[config.mk]
export PLATFORM = sky130hd
export DESIGN_NAME = pdn_sequencer
export DESIGN_NICKNAME = d
export VERILOG_FILES = /design/src/rtl/pdn_pkg.sv /design/src/rtl/pdn_ctl_reg.sv /design/src/rtl/pdn_mode_fsm.sv /design/src/rtl/pdn_outputs.sv /design/src/rtl/pdn_sequencer.sv
export SDC_FILE = /design/constraint.sdc
export NUM_CORES = 1
export LEC_CHECK = 0
export BUFFER_PORTS_ARGS = -buffer_cell sky130_fd_sc_hd__buf_2
export CORE_AREA = 2 2 39 41
export CTS_CLUSTER_DIAMETER = 60
export DETAILED_ROUTE_END_ITERATION = 10
export DIE_AREA = 0 0 41 43
export GPL_TIMING_DRIVEN = 0
export SLEW_MARGIN = 10
export SYNTH_ARGS = -nofsm -noshare
export SYNTH_HDL_FRONTEND = slang
export SYNTH_HIERARCHICAL = 1
export SYNTH_SLANG_ARGS = --single-unit
[constraint.sdc]
create_clock -name clk -period 2.1 [get_ports clk]
set_input_delay 0.315 -clock clk [delete_from_list [all_inputs] [get_ports clk]]
set_output_delay 0.315 -clock clk [all_outputs]
set_load 0.01 [all_outputs]
[src/rtl/pdn_pkg.sv]
package pdn_pkg;
    typedef enum logic [1:0] {
        ST_RUN     = 2'b00,
        ST_SLEEP   = 2'b01,
        ST_STANDBY = 2'b10
    } pdn_state_e;

    typedef struct packed {
        pdn_state_e st;
    } fsm_regs_t;
endpackage

[src/rtl/pdn_ctl_reg.sv]
module pdn_ctl_reg #(
    parameter int               REG_W    = 8,
    parameter int               DEEP_BIT = 7,
    parameter int               FLT_BIT  = 6,
    parameter logic [REG_W-1:0] ONE_MASK = 8'h1F
) (
    input  logic             clk,
    input  logic             rst_n,
    input  logic             wr_en,
    input  logic [REG_W-1:0] wr_data,
    input  logic             wdt_run,
    output logic [REG_W-1:0] rd_data,
    output logic             deep,
    output logic             flt
);
    localparam logic [REG_W-1:0] CTRL_MASK = (REG_W'(1) << DEEP_BIT) | (REG_W'(1) << FLT_BIT);

    typedef struct packed {
        logic [REG_W-1:0] ctl;
    } reg_state_t;

    reg_state_t r_d, r_q;
    logic [REG_W-1:0] keep_mask;

    always_comb begin
        r_d = r_q;
        // with the watchdog running a bit may only stay set or clear, never rise
        keep_mask = wdt_run ? r_q.ctl : {REG_W{1'b1}};
        if (wr_en)
            r_d.ctl = wr_data & CTRL_MASK & keep_mask;
    end

    always_ff @(posedge clk or negedge rst_n) begin
        if (!rst_n) r_q <= '0;
        else        r_q <= r_d;
    end

    assign rd_data = r_q.ctl | ONE_MASK;
    assign deep    = r_q.ctl[DEEP_BIT];
    assign flt     = r_q.ctl[FLT_BIT];

    AST_NO_SET_DEEP: assert property (@(posedge clk) disable iff (!rst_n)
        (wr_en && wdt_run && !deep) |=> !deep);
    AST_NO_SET_FLT: assert property (@(posedge clk) disable iff (!rst_n)
        (wr_en && wdt_run && !flt) |=> !flt);
    AST_CLEAR_OK: assert property (@(posedge clk) disable iff (!rst_n)
        (wr_en && !wr_data[DEEP_BIT]) |=> !deep);
endmodule

[src/rtl/pdn_mode_fsm.sv]
module pdn_mode_fsm
    import pdn_pkg::*;
(
    input  logic       clk,
    input  logic       rst_n,
    input  logic       sleep_req,
    input  logic       wake,
    input  logic       deep,
    output pdn_state_e state
);
    fsm_regs_t s_d, s_q;

    always_comb begin
        s_d = s_q;
        unique case (s_q.st)
            ST_RUN: begin
                if (sleep_req && !wake)
                    s_d.st = deep ? ST_STANDBY : ST_SLEEP;
            end
            ST_SLEEP, ST_STANDBY: begin
                if (wake) s_d.st = ST_RUN;
            end
            default: s_d.st = ST_RUN;
        endcase
    end

    always_ff @(posedge clk or negedge rst_n) begin
        if (!rst_n) s_q <= '{st: ST_RUN};
        else        s_q <= s_d;
    end

    assign state = s_q.st;

    AST_ENTER_SLEEP: assert property (@(posedge clk) disable iff (!rst_n)
        (state == ST_RUN && sleep_req && !wake && !deep) |=> state == ST_SLEEP);
    AST_ENTER_STANDBY: assert property (@(posedge clk) disable iff (!rst_n)
        (state == ST_RUN && sleep_req && !wake && deep) |=> state == ST_STANDBY);
    AST_WAKE_RUN: assert property (@(posedge clk) disable iff (!rst_n)
        (state != ST_RUN && wake) |=> state == ST_RUN);
    AST_STAY_ASLEEP: assert property (@(posedge clk) disable iff (!rst_n)
        (state == ST_SLEEP && !wake) |=> state == ST_SLEEP);
endmodule

[src/rtl/pdn_outputs.sv]
module pdn_outputs
    import pdn_pkg::*;
(
    input  pdn_state_e state,
    input  logic       flt,
    output logic [1:0] mode,
    output logic       cpu_clk_en,
    output logic       per_clk_en,
    output logic       pin_float,
    output logic       pin_hold
);
    logic in_stby;

    always_comb begin
        in_stby    = (state == ST_STANDBY);
        mode       = state;
        cpu_clk_en = (state == ST_RUN);
        per_clk_en = !in_stby;
        pin_float  = in_stby && flt;
        pin_hold   = in_stby && !flt;
    end
endmodule

[src/rtl/pdn_sequencer.sv]
module pdn_sequencer
    import pdn_pkg::*;
#(
    parameter int REG_W    = 8,
    parameter int DEEP_BIT = 7,
    parameter int FLT_BIT  = 6
) (
    input  logic             clk,
    input  logic             rst_n,
    input  logic             wr_en,
    input  logic [REG_W-1:0] wr_data,
    output logic [REG_W-1:0] rd_data,
    input  logic             wdt_run,
    input  logic             sleep_req,
    input  logic             wake,
    output logic [1:0]       mode,
    output logic             cpu_clk_en,
    output logic             per_clk_en,
    output logic             pin_float,
    output logic             pin_hold
);
    localparam logic [REG_W-1:0] ONE_MASK = REG_W'(8'h1F);

    logic       deep, flt;
    pdn_state_e state;

    pdn_ctl_reg #(
        .REG_W(REG_W), .DEEP_BIT(DEEP_BIT), .FLT_BIT(FLT_BIT), .ONE_MASK(ONE_MASK)
    ) u_reg (
        .clk(clk), .rst_n(rst_n), .wr_en(wr_en), .wr_data(wr_data),
        .wdt_run(wdt_run), .rd_data(rd_data), .deep(deep), .flt(flt)
    );

    pdn_mode_fsm u_fsm (
        .clk(clk), .rst_n(rst_n), .sleep_req(sleep_req), .wake(wake),
        .deep(deep), .state(state)
    );

    pdn_outputs u_out (
        .state(state), .flt(flt), .mode(mode), .cpu_clk_en(cpu_clk_en),
        .per_clk_en(per_clk_en), .pin_float(pin_float), .pin_hold(pin_hold)
    );

    AST_PIN_EXCL: assert property (@(posedge clk) disable iff (!rst_n)
        !(pin_float && pin_hold));
    AST_MODE_LEGAL: assert property (@(posedge clk) disable iff (!rst_n)
        mode != 2'b11);
    AST_CLK_ORDER: assert property (@(posedge clk) disable iff (!rst_n)
        per_clk_en || !cpu_clk_en);
endmodule

Word level (Yosys, flattened, before mapping)
Cells that the tools add are included.
Operators by class
  reduce and logical (&&, ||, !) cells: 9
  eq/ne operators: 4
  mux-type cells: 5
  bitwise operators: 1
Operator list (number)
  AND 8 bit: 1
  two-way mux 8 bit: 1
  two-way mux 2 bit: 3
  case mux 2 bit (2 select lines): 1
  logical AND 1 bit: 3
  logical NOT 1 bit: 3
  == test 2 x 1 -> 1 bit, second input constant: 1
  == test 2 bit, second input constant: 1
  logical NOT 2 bit: 1
  != test 2 x 1 -> 1 bit, second input constant: 1
  != test 2 bit, second input constant: 1
  AND reduction 2 bit: 1
  OR reduction 2 bit: 1
Word-level totals
  output and inout bits: 14
  register bits after elaboration: 10
  input bits: 14
  word-level logic and storage cells: 21

Longest topological paths before layout
  depth after elaboration: 4
  mapped depth: 5
  depth with buffers taken out: 5

Cells and area by module
The synthesis kept the hierarchy.
Modules (own cells, without submodules)
  pdn_ctl_reg: area an instance 150.1 sq um, sequential area each 50.0 sq um, instances 1, cells an instance 17
  pdn_mode_fsm: area an instance 128.9 sq um, sequential area each 50.0 sq um, instances 1, cells an instance 14
  pdn_outputs: area an instance 46.3 sq um, sequential area each 0.0 sq um, instances 1, cells an instance 6

Worst setup path before layout
No wires, ideal clock.
  kind: register -> register
  start: register u_fsm.s_q (netlist bit u_fsm/state[0])
  end: register u_fsm.s_q (netlist bit u_fsm/state[0])
  cell stages (with the launch flop): 6
  period minus slack after synthesis: 1249 ps
  required time: 2024 ps
  path buffers: 0
  setup time: 76 ps
  arrival: 1172 ps
  path slack: 851 ps
  cell sequence: dfrtp_1 -> inv_1 -> ha_1 -> and4bb_1 -> a21oi_1 -> o21ai_1
Between the ends
  longest elaborated chain between the ends: 4
  elaborated cells between the ends (all ways): 8
  those cells by class: 4 x eq/ne; 1 x mux; 3 x reduce/logical
RTL lines
  start: declaration: line pdn_mode_fsm.sv:11  | fsm_regs_t s_d, s_q;
  start signal: assignment: line pdn_mode_fsm.sv:28  | if (!rst_n) s_q <= '{st: ST_RUN};
  == test 2 x 1 -> 1 bit or == test 2 bit (tied branches): line pdn_mode_fsm.sv:15  | unique case (s_q.st)
  OR reduction 2 bit: line pdn_mode_fsm.sv:15
  != test 2 bit (no source line)
  AND reduction 2 bit (no source line)
Parallel ways exist; a longest one is shown, timed or not.
A chain may end at the register's enable or synchronous reset.

Worst setup path after layout
Same ends and word-level chain as after synthesis.

==> results_dict.tcl <==
set metrics [dict create \
    status "completed" \
    postSynthCellCount 37 \
    crit_type "reg2reg" \
    dieArea_sq_um 1760 \
    p_seq_frac 0.303 \
    rsz0062_at_grt "no" \
    end_kind "flop" \
    path_clk_slew_ns 0.04 \
    drt_wl_total_um 578 \
    synth-main-ff-cell "dfrtp_1" \
    avgViaCountPerCell 3.88 \
    grt_max_degree 9 \
    pwr-share-comb 0.459 \
    async_flop_share 1.00 \
    power.leakage_nw 0.265 \
    hp-start "wr_en" \
    ctsResizeCount 0 \
    synth_top_area_frac 0.308 \
    drv_slew 0 \
    hold_viol 0 \
    numCtsBuffers 3 \
    switchingPower_w 0.000134 \
    tritoncts "yes" \
    synth_commonest_cells "buf_4, dfrtp_1, inv_1" \
    rows 14 \
    cp_max_fo 8 \
    place_congestion 0.592 \
    finalSetupViolations 0 \
    portBuffers 15 \
    placedCellCount 72 \
    h-tree-depth 1 \
    ir_worst_vdd_mv 0.465 \
    synth_edf_count 0 \
    synth_area_leaders "dfrtp_1, buf_4, a2bb2oi_1, inv_1, and4bb_1" \
    syn_avg_cell_area_sq_um 8.79 \
    fmax_mhz 713 \
    synth_cell_types 16 \
    post-cts-setup-buffers 0 \
    drt.antenna.violating_nets 0 \
    post-synth-top-count-cell "buf_4" \
    die_x_um 41 \
    io-pin-count 28 \
    cap_viol_max_count 0 \
    num_vias 295 \
    die_h_um 43 \
    drtPass1Iterations 3 \
    cp-start-kind "flop" \
    wire_per_inst_um 7.61 \
    cp_data_required_time_ns 2.25 \
    clk_latency_ns 0.23 \
    final_nets 77 \
    grt_usage 0.0847 \
    startpoint "u_fsm/state[0]" \
    core_sq_um 1380 \
    p_clk_frac 0.238 \
    synth_seq_area_share 0.308 \
    grt_pass1_vias 249 \
    fin_setup_tns_ns 0 \
    crit_arrival_ns 1.55 \
    reg2reg_setup_slack_ns 0.70 \
    yosysTopAreaCell "dfrtp_1" \
    period_minus_slack_ns 1.40 \
    clk_path_buf_depth 2 \
    synth_warnings 6 \
    finalClockSkew_ns 0.000629 \
    root_buffer "clkbuf_4" \
    drive_gt1_frac 0.483 \
    timing.rr.start "u_fsm/state[0]" \
    synth.cell_area_sq_um 325 \
    clkSinkCount 4 \
    grt_antenna_before_repair 0 \
    final_cells 76 \
    fillers 158 \
    reg2reg_depth 5 \
    fin_crit_sh 0.667 \
    ys_ff_latch 4 \
    grt_pass1_wl_um 952 \
    p_per_area_nw_per_um2 834 \
    start_util 0.235 \
    overflow 0 \
    hold_depth 2 \
    min_path_type "in2reg" \
    dr.first_iter.drc_count 3 \
    p_int_w 0.000256 \
    area_delta_synth_final_pct 43.8 \
    swShare 0.344 \
    hold_buffers 1 \
    n_antenna_cell 0 \
    route.detailed.drc 0 \
]
## worst max-delay path: stages, from the launching register on
cell,delay [ns]
dfrtp_1,0.45
inv_1,0.07
ha_1,0.34
and4bb_1,0.27
a21oi_1,0.05
o21ai_1,0.14
## placed cells by master (no fill, tap or decap), drive strengths merged, types with 2 or more instances in the layout
cell     count
buf         25
conb         6
inv          4
dfrtp        4
clkbuf       3
a21oi        2
nand2b       2
nand3        2
o21ai        2
a2bb2oi      2
## cells by family (layout without fill, tap and decap cells)
logic type,Yosys count,count (layout),synth area share
buffers and inverters,14,33,0.277
AND/OR/NAND/NOR,10,10,0.238
AO/OA/AOI/OAI,6,6,0.115
flip-flops,4,4,0.308
other,2,6,0.0231
adder cells (fa/ha/maj),1,1,0.0385
## flip-flops by register name, summed over array words and instances, names as in the netlist
name and flops:
u_reg/r_q 2, u_fsm/state 2
## per-layer routing
| metal | vias to the layer above | global-route usage | routed length [um] |
|---|---|---|---|
| met5 | - | 0 | 0 |
| met4 | 0 | 0.0200 | 0 |
| met3 | 0 | 0.0785 | 70 |
| met2 | 16 | 0.119 | 264 |
| met1 | 123 | 0.0912 | 243 |
| li1 | 156 | - | - |
## final cells by class
| class | instances | area, sq um | area share |
|---|---|---|---|
| Sequential cell | 4 | 100 | 0.214 |
| Multi-Input combinational cell | 23 | 150 | 0.321 |
| Buffer | 10 | 75.1 | 0.160 |
| Tap cell | 16 | 20.0 | 0.0428 |
| Timing Repair Buffer | 16 | 85.1 | 0.182 |
| Clock buffer | 3 | 22.5 | 0.0481 |
| Inverter | 4 | 15.0 | 0.0321 |
## power by group through the flow
stage	clock network, W	logic [W]	registers (W)
final	0.0000929	0.000179	0.000118
after global routing	0.000104	0.000204	0.000123
after CTS	0.0000970	0.000178	0.000119
after detailed placement	0	0.000176	0.000121
after global placement	0	0.000171	0.000119
after floorplan	0	0.000127	0.000113
## path summary, 6_finish.rpt
| check | end |
|---|---|
| max in group asynchronous | u_reg/r_q[7] |
| worst min-delay path | u_reg/r_q[6] |
| worst min register to register | u_reg/r_q[7] |
| min in group asynchronous | u_fsm/state[0] |
| worst max-delay path | u_fsm/state[0] |
| worst max register to register | u_fsm/state[0] |
## through the flow
step           area (sq um)  hold WS (ns)  utilization  setup WS [ns]  total power (W)
2_1_floorplan           340        0.0194            -          0.851         0.000240
3_3_place_gp            435         0.120        0.315          0.767         0.000290
3_5_place_dp            435         0.123        0.315          0.716         0.000297
4_1_cts                 468         0.274        0.338          0.713         0.000394
5_1_grt                 468         0.284        0.338          0.595         0.000431
6_report                468         0.280        0.338          0.698         0.000390
No activity file was read; power rests on OpenSTA's default activity.
